**src/rtl/rate2pitch_pkg.sv**
```systemverilog
package rate2pitch_pkg;

  localparam int RATE_W  = 32;
  localparam int SCALE   = 11185;
  localparam int FRAC_W  = 20;
  localparam int IDX_W   = 7;
  localparam int LIN_W   = 7;
  localparam int SLOPE_W = 8;
  localparam int BIAS    = 15;
  localparam int SEGS    = 1 << IDX_W;
  localparam int POS_W   = $clog2(RATE_W);

  typedef struct packed {
    logic ldScale;
    logic ldNorm;
    logic ldOut;
  } pipeStrobe_t;

  typedef logic [SEGS-1:0][FRAC_W-1:0]  magTab_t;
  typedef logic [SEGS-1:0][SLOPE_W-1:0] slopeTab_t;

  // Bitwise binary log of (SEGS+k)/SEGS by repeated squaring in Q2.30
  function automatic logic [FRAC_W-1:0] logFrac(input int k);
    logic [63:0] x;
    logic [FRAC_W-1:0] f;
    x = 64'(SEGS + k) << (30 - IDX_W);
    f = '0;
    for (int b = FRAC_W - 1; b >= 0; b--) begin
      x = (x * x) >> 30;
      if (x >= (64'd2 << 30)) begin
        f[b] = 1'b1;
        x = x >> 1;
      end
    end
    return f;
  endfunction

  function automatic magTab_t buildMag();
    magTab_t t;
    for (int k = 0; k < SEGS; k++) t[k] = logFrac(k);
    return t;
  endfunction

  // Rise of each segment spread over 2^LIN_W interpolation steps, rounded
  function automatic slopeTab_t buildSlope();
    slopeTab_t t;
    int lo, hi, d;
    for (int k = 0; k < SEGS; k++) begin
      lo = int'(logFrac(k));
      hi = (k == SEGS - 1) ? (1 << FRAC_W) : int'(logFrac(k + 1));
      d  = hi - lo;
      t[k] = SLOPE_W'((d + (1 << (LIN_W - 1))) >> LIN_W);
    end
    return t;
  endfunction

endpackage

```
**src/rtl/rate2pitch_ctrl.sv**
```systemverilog
module rate2pitch_ctrl
  import rate2pitch_pkg::*;
(
  input  logic        clk,
  input  logic        rst,
  input  logic        inValid,
  output logic        inReady,
  output pipeStrobe_t strobe,
  output logic        outValid
);

  localparam int STAGES = 3;

  logic readyQ;
  logic [STAGES-1:0] vldQ;
  logic accept;

  assign accept  = inValid & readyQ;
  assign inReady = readyQ;

  always_ff @(posedge clk) begin
    if (rst) begin
      readyQ <= 1'b0;
      vldQ   <= '0;
    end else begin
      readyQ <= 1'b1;
      vldQ   <= {vldQ[STAGES-2:0], accept};
    end
  end

  always_comb begin
    strobe.ldScale = accept;
    strobe.ldNorm  = vldQ[0];
    strobe.ldOut   = vldQ[1];
  end

  assign outValid = vldQ[STAGES-1];

endmodule

```
**src/rtl/rate2pitch_dp.sv**
```systemverilog
module rate2pitch_dp
  import rate2pitch_pkg::*;
(
  input  logic              clk,
  input  logic              rst,
  input  pipeStrobe_t       strobe,
  input  logic [RATE_W-1:0] inRate,
  output logic [RATE_W-1:0] pitchOut
);

  localparam magTab_t   MAG_TAB   = buildMag();
  localparam slopeTab_t SLOPE_TAB = buildSlope();
  localparam int IDX_HI = RATE_W - 2;
  localparam int LIN_HI = IDX_HI - IDX_W;

  // Stage 1: scale
  logic [RATE_W-1:0] scaledQ;
  always_ff @(posedge clk) begin
    if (rst) scaledQ <= '0;
    else if (strobe.ldScale) scaledQ <= inRate * RATE_W'(SCALE);
  end

  // Stage 2: leading-one detect and normalize
  logic [POS_W-1:0]  leadPos;
  logic              leadHit;
  logic [RATE_W-1:0] normVal;

  always_comb begin
    leadPos = '0;
    leadHit = 1'b0;
    for (int i = 1; i < RATE_W; i++) begin
      if (scaledQ[i]) begin
        leadPos = POS_W'(i);
        leadHit = 1'b1;
      end
    end
  end

  assign normVal = scaledQ << (POS_W'(RATE_W - 1) - leadPos);

  logic [RATE_W-1:0] normQ;
  logic [POS_W-1:0]  expQ;
  logic              hitQ;

  always_ff @(posedge clk) begin
    if (rst) begin
      normQ <= '0;
      expQ  <= '0;
      hitQ  <= 1'b0;
    end else if (strobe.ldNorm) begin
      normQ <= normVal;
      expQ  <= leadPos;
      hitQ  <= leadHit;
    end
  end

  // Stage 3: table lookup and interpolation
  logic [IDX_W-1:0]  segIdx;
  logic [LIN_W-1:0]  linFrac;
  logic [RATE_W-1:0] expTerm;
  logic [RATE_W-1:0] interp;
  logic [RATE_W-1:0] sumVal;

  assign segIdx  = normQ[IDX_HI -: IDX_W];
  assign linFrac = normQ[LIN_HI -: LIN_W];
  assign expTerm = (RATE_W'(expQ) - RATE_W'(BIAS)) << FRAC_W;
  assign interp  = RATE_W'(linFrac) * RATE_W'(SLOPE_TAB[segIdx]);
  assign sumVal  = expTerm + RATE_W'(MAG_TAB[segIdx]) + interp;

  logic [RATE_W-1:0] pitchQ;
  always_ff @(posedge clk) begin
    if (rst) pitchQ <= '0;
    else if (strobe.ldOut) pitchQ <= hitQ ? sumVal : '0;
  end

  assign pitchOut = pitchQ;

endmodule

```
**src/rtl/rate2pitch.sv**
```systemverilog
module rate2pitch
  import rate2pitch_pkg::*;
(
  input  logic        clk,
  input  logic        rst,
  input  logic        inValid,
  output logic        inReady,
  input  logic [31:0] inRate,
  output logic        outValid,
  output logic [31:0] pitchOut
);

  pipeStrobe_t strobe;

  rate2pitch_ctrl ctrl_i (
    .clk      (clk),
    .rst      (rst),
    .inValid  (inValid),
    .inReady  (inReady),
    .strobe   (strobe),
    .outValid (outValid)
  );

  rate2pitch_dp dp_i (
    .clk      (clk),
    .rst      (rst),
    .strobe   (strobe),
    .inRate   (inRate),
    .pitchOut (pitchOut)
  );

endmodule

```
**config.mk**
```make
export PLATFORM = sky130hd
export DESIGN_NAME = rate2pitch
export DESIGN_NICKNAME = d
export VERILOG_FILES = /design/src/rtl/rate2pitch_pkg.sv /design/src/rtl/rate2pitch_ctrl.sv /design/src/rtl/rate2pitch_dp.sv /design/src/rtl/rate2pitch.sv
export SDC_FILE = /design/constraint.sdc
export NUM_CORES = 1
export LEC_CHECK = 0
export ABC_AREA = 1
export BUFFER_PORTS_ARGS = -buffer_cell sky130_fd_sc_hd__clkbuf_2
export CORE_UTILIZATION = 50
export CTS_CLUSTER_SIZE = 14
export DETAILED_ROUTE_END_ITERATION = 16
export PLACE_DENSITY = 0.77
export SLEW_MARGIN = 0
export SYNTH_ARGS = -nofsm -noshare
export SYNTH_HDL_FRONTEND = slang
export SYNTH_SLANG_ARGS = --single-unit
```
**constraint.sdc**
```tcl
create_clock -name clk -period 6.6 [get_ports clk]
set_input_delay 0.99 -clock clk [delete_from_list [all_inputs] [get_ports clk]]
set_output_delay 0.99 -clock clk [all_outputs]
set_load 0.02 [all_outputs]
```
# Yosys cells after proc, flatten, opt, wreduce, memory -nomap -nowiden
# Memory sizes are Yosys's and may differ from the RTL's. A register that Yosys moved wholly into a read port is not among the register bits.
# Cells that the tools add are included.
[classes] n_mux=70 order_cmp=1 n_bitwise=1 n_addsub=4 mul=2 shift=1
[ops] operator="$mux 5" n=16
[ops] operator="$mux 1" n=33
[ops] operator="$add 32x15->32" n=1
[ops] operator="$add 32x20->32" n=1
[ops] operator="$mul 32x14->32 const B" n=1
[ops] operator="$mux 32" n=1
[ops] operator="$mux 4" n=8
[ops] operator="$shl 32x5->31" n=1
[ops] operator="$mux 7" n=4
[ops] operator="$mux 20" n=1
[ops] operator="$mul 7x8->15" n=1
[ops] operator="$mux 3" n=4
[ops] operator="$lt 7x8->1 const B" n=1
[ops] operator="$mux 8" n=1
[ops] operator="$sub 5x4->6 const B" n=1
[ops] operator="$sub 5x5->5 const A" n=1
[ops] operator="$mux 2" n=2
[ops] operator="$and 1x1->1" n=1
[totals] memories=2 elab_cells=88 regBits=105 input_bits=35 out_inout_bits=34 romBits=3584
[mem_list] name="(no name shown)" words=128 width=20 read_ports=1 rd_clocked_by_memory_dff=1 wr=0 line="rate2pitch_dp.sv:68" text="assign sumVal = expTerm + RATE_W'(MAG_TAB[segIdx]) + interp;"
[mem_list] name="(no name shown)" words=128 width=8 read_ports=1 rd_clocked_by_memory_dff=1 wr=0 line="rate2pitch_dp.sv:67" text="assign interp = RATE_W'(linFrac) * RATE_W'(SLOPE_TAB[segIdx]);"

# Longest topological paths before layout
[logic_depth] word_depth=35 mapped_depth=57 depth_no_buf=54

# Cells and area by module
# A second synthesis with hierarchy kept.
[hier_totals] hier_cells=2509 hier_area_um2=16774.8
[by_module_without_submodules] mod="rate2pitch_dp" cells_per_inst=2496 area_per_inst_um2=16657.2 seq_area_each_um2=2142.1 n_inst=1
[by_module_without_submodules] mod="rate2pitch_ctrl" cells_per_inst=13 area_per_inst_um2=117.6 seq_area_each_um2=80.1 n_inst=1

# Worst setup path after synthesis
# Ideal clock, no wire load.
[synth_path] path_kind="input port to flip-flop" start="input port inRate[5]" end="register dp_i.scaledQ[31]" setup_slack_ns=0.175 path_buffers=0 cell_stages=28 setup_time_ns=0.120 arrival_time_ns=6.305 t_required_ns=6.480 cell_sequence="ha_1 > fa_1 > inv_1 > fa_1 > inv_1 > fa_1 > fa_1 > fa_1 > ha_1 > nand2_1 > o21ai_0 > a21oi_1 > inv_1 > a21oi_1 > o21ai_0 > inv_1 > o21ai_0 > nand3_1 > nand2_1 > a21oi_1 > o21bai_1 > a21oi_1 > o21ai_0 > nand2_1 > nand2_1 > a21oi_1 > xnor2_1 > a21oi_1"
[synth_via] elab_chain_len=1
[synth_lines] item="from (decl)" line="rate2pitch.sv:8" text="input logic [31:0] inRate,"
[synth_lines] item="$mul 32x14->32" line="rate2pitch_dp.sv:20" text="else if (strobe.ldScale) scaledQ <= inRate * RATE_W'(SCALE);"
[synth_lines] item="to (signal assigned)" line="rate2pitch_dp.sv:20"
[synth_lines] item="to (decl)" line="rate2pitch_dp.sv:17" text="logic [RATE_W-1:0] scaledQ;"
# No other way between the ends.
# A chain may end at the register's enable or synchronous reset.

# Final worst setup path
# Ends and elaborated chain as after synthesis.

==> impl_metrics.ini <==
[final_layout]
layout-drive-gt1-share = 0.0908
final_cells = 2954
ff_latch_area_sq_um = 2310
design_area_sq_um = 18200
num_antenna_cells = 0
multiInputGateArea_sq_um = 12200
fin_nets = 2865
fillers = 3101
area_growth_pct = 9.32

[timing]
fin_crit_ns = 6.20
maxSlewHeadroom = 0.332
rsz0062_at_grt = no
setup-violations-final = 0
fin_setup_tns_ns = 0
max_freq_mhz = 161
maxSlewViolCount = 0
period_share = 0.940
worst_slew_pin_slew_ns = 1.00
finClkSkew_ns = 0.0137
hold_ws_ns = 0.463
finalHoldViolCount = 0

[setup_path]
path_depth = 29
cpPeakStageDelay_ns = 0.53
crit_top_cell = a21oi_1
startpoint = inRate[5]
worstSetupPathType = input pin to flip-flop
critPathMaxFanout = 4
critPathBufInv = 5
critPathTopFamily = adder cells
crit_arrival_ns = 6.50
critical_path.endpoint = dp_i.scaledQ[31]
crit_path_end_kind = flip-flop
start_kind = input pin
reg2reg_depth = 36
worstPathRequired_ns = 6.90
r2r-end = dp_i.pitchOut[23]
slowest_stage = fa_1
r2r_setup_slack_ns = 0.43

[power]
pwr_density_cell_nw_per_um2 = 579
finalPower_mw = 10.5
ir_worst_vdd_uv = 414
p_leak_nw = 9.88

[synth]
synth_edf_count = 0
synth_area_sq_um = 16700
yosysMostFrequentCell = nand2_1
ys_types = 54
seq_area_frac_synth = 0.138
yosysTopAreaCell = fa_1
ys_warn_count = 0
netlist.area_leader.share = 0.194
synth_seq_cells = 115
ys_top_cells_by_count = nand2_1, inv_1, nand3_1, a21oi_1, ha_1
avgSynthCellArea_sq_um = 6.82
synth_fp_nets = 2809
ys_top_cells_by_area = fa_1, dfxtp_1, nand2_1, ha_1, inv_1
synth_cells = 2443
async_reset_ff_frac = 0
synth_ff_type = dfxtp_1

[floorplanning]
die_h_um = 184
start_util = 0.511
die_w_um = 184
core_sq_um = 32600
rows = 66
die_area_sq_um = 34000
ioPinCount = 69

[clock_network]
clk_latency_ns = 0.42
htreeDepth = 4
hold_buffers = 0
cts_root_buf = clkbuf_16
cts_buffer_depth = 2
clk_pin_slew_worst_paths_ns = 0.05
cts_buffers = 17
cts_sinks = 115
cts_tree = done

[global_route]
grt_max_degree = 63
antenna_found_initial = 1
grt_pass1_wl_um = 87700
grt_usage = 0.336
grt_pass1_vias = 16200
gr-total-overflow = 0

[routing]
drtPass1Iterations = 9
wl_per_cell_um = 19.1
drt-total-wl_um = 56500
drc = 0
first_iter_violations = 2203
drtAntennaViolNets = 0
avgViaCountPerCell = 5.71
vias = 16900

[place]
place_congestion = 1.04
port-buffer-count = 68
hpwl_um = 43900
placed_cell_area_sq_um = 17600
place_inst = 2922

[min_path]
hold_path.class = flip-flop to flip-flop

[job]
cap_violations = 0

[status]
status = completed
[routing by layer]
| layer | vias up | global-route usage | routed length (um) |
|---|---|---|---|
| met4 | 2 | 0.143 | 2400 |
| li1 | 7824 | - | - |
| met1 | 7809 | 0.459 | 23900 |
| met3 | 180 | 0.0626 | 6010 |
| met2 | 1058 | 0.518 | 24200 |
| met5 | - | 0 | 10 |
[cell type report]
cell class | count | share of cell area
inverters | 460 | 0.0949
well taps | 442 | 0.0304
clock buffers | 19 | 0.0243
multi-input cells | 1775 | 0.669
flip-flops and latches | 115 | 0.127
repair buffers | 130 | 0.0443
clock inverters | 13 | 0.0100
[cells in the final DEF, fill, tap and decap left out, types with 3 or more instances in the layout]
cell,Yosys,final
a21oi_1,187,186
a31oi_1,8,8
buf_4,11,62
bufinv_16,0,4
clkbuf_16,0,17
clkbuf_2,0,68
clkinv_2,0,3
clkinvlp_4,0,4
dfxtp_1,115,110
dfxtp_2,0,5
fa_1,161,161
ha_1,170,170
inv_1,449,449
inv_2,10,10
nand2_1,589,588
nand2_2,19,19
nand2_4,6,7
nand3_1,273,273
nand3_2,5,5
nand4_1,8,8
nor2_1,113,112
nor2_2,3,4
nor3_1,6,6
nor4_1,3,3
o211ai_1,7,7
o21ai_0,108,103
o21ai_1,19,23
o21bai_1,5,5
o22ai_1,4,4
o31ai_1,5,4
or2_2,3,3
xnor2_1,16,16
xor2_1,28,28
[worst min-delay path by stage]
stage / end / slack [ns] / cells after the start / from
2_1_floorplan: dp_i.scaledQ[2] / 0.46 / 2 / dp_i.scaledQ[2]
3_3_place_gp: dp_i.pitchOut[11] / 0.45 / 2 / dp_i.pitchOut[11]
3_5_place_dp: dp_i.pitchOut[6] / 0.46 / 2 / dp_i.pitchOut[6]
4_1_cts: dp_i.pitchOut[6] / 0.46 / 2 / dp_i.pitchOut[6]
5_1_grt: dp_i.pitchOut[20] / 0.48 / 2 / dp_i.pitchOut[20]
6_report: dp_i.pitchOut[6] / 0.46 / 2 / dp_i.pitchOut[6]
[through the flow]
step           utilization  setup slack, ns
2_1_floorplan            -            0.175
5_1_grt              0.558          0.00874
4_1_cts              0.558            0.279
6_report             0.558            0.397
3_3_place_gp         0.538           0.0194
3_5_place_dp         0.538           -0.110
[cell families (layout without fill, tap and decap cells)]
kind of cell	Yosys count	in the layout	share of synthesized area
AOI/OAI and AO/OA	364	364	0.118
xor gates and xnor gates	44	44	0.0231
adders and majority gates	331	331	0.321
buffers and inverters	553	622	0.132
DFF	115	115	0.138
and+or+nand+nor	1036	1036	0.267
[power by group]
part / total, mW / leakage [nW] / internal (mW) / switching, mW
Combinational: 8.60 / 8.64 / 3.14 / 5.45
Sequential: 0.968 / 0.942 / 0.840 / 0.128
Clock: 0.974 / 0.295 / 0.640 / 0.333
Total: 10.5 / 9.88 / 4.62 / 5.91
[worst reg2reg max path, delay by kind of cell (launching register included)]
family,cells,cell delay [ns]
adder cells (fa/ha/maj),5,2.29
buffers and inverters,9,0.56
AND/OR/NAND/NOR,14,1.72
AO/OA/AOI/OAI,8,1.05
flip-flops,1,0.49
[repair_timing]
item,CTS,global route
endpoints found under the setup margin,0,15
setup buffers,0,0
resized for setup,0,12
Power figures use the tool's default switching activity.
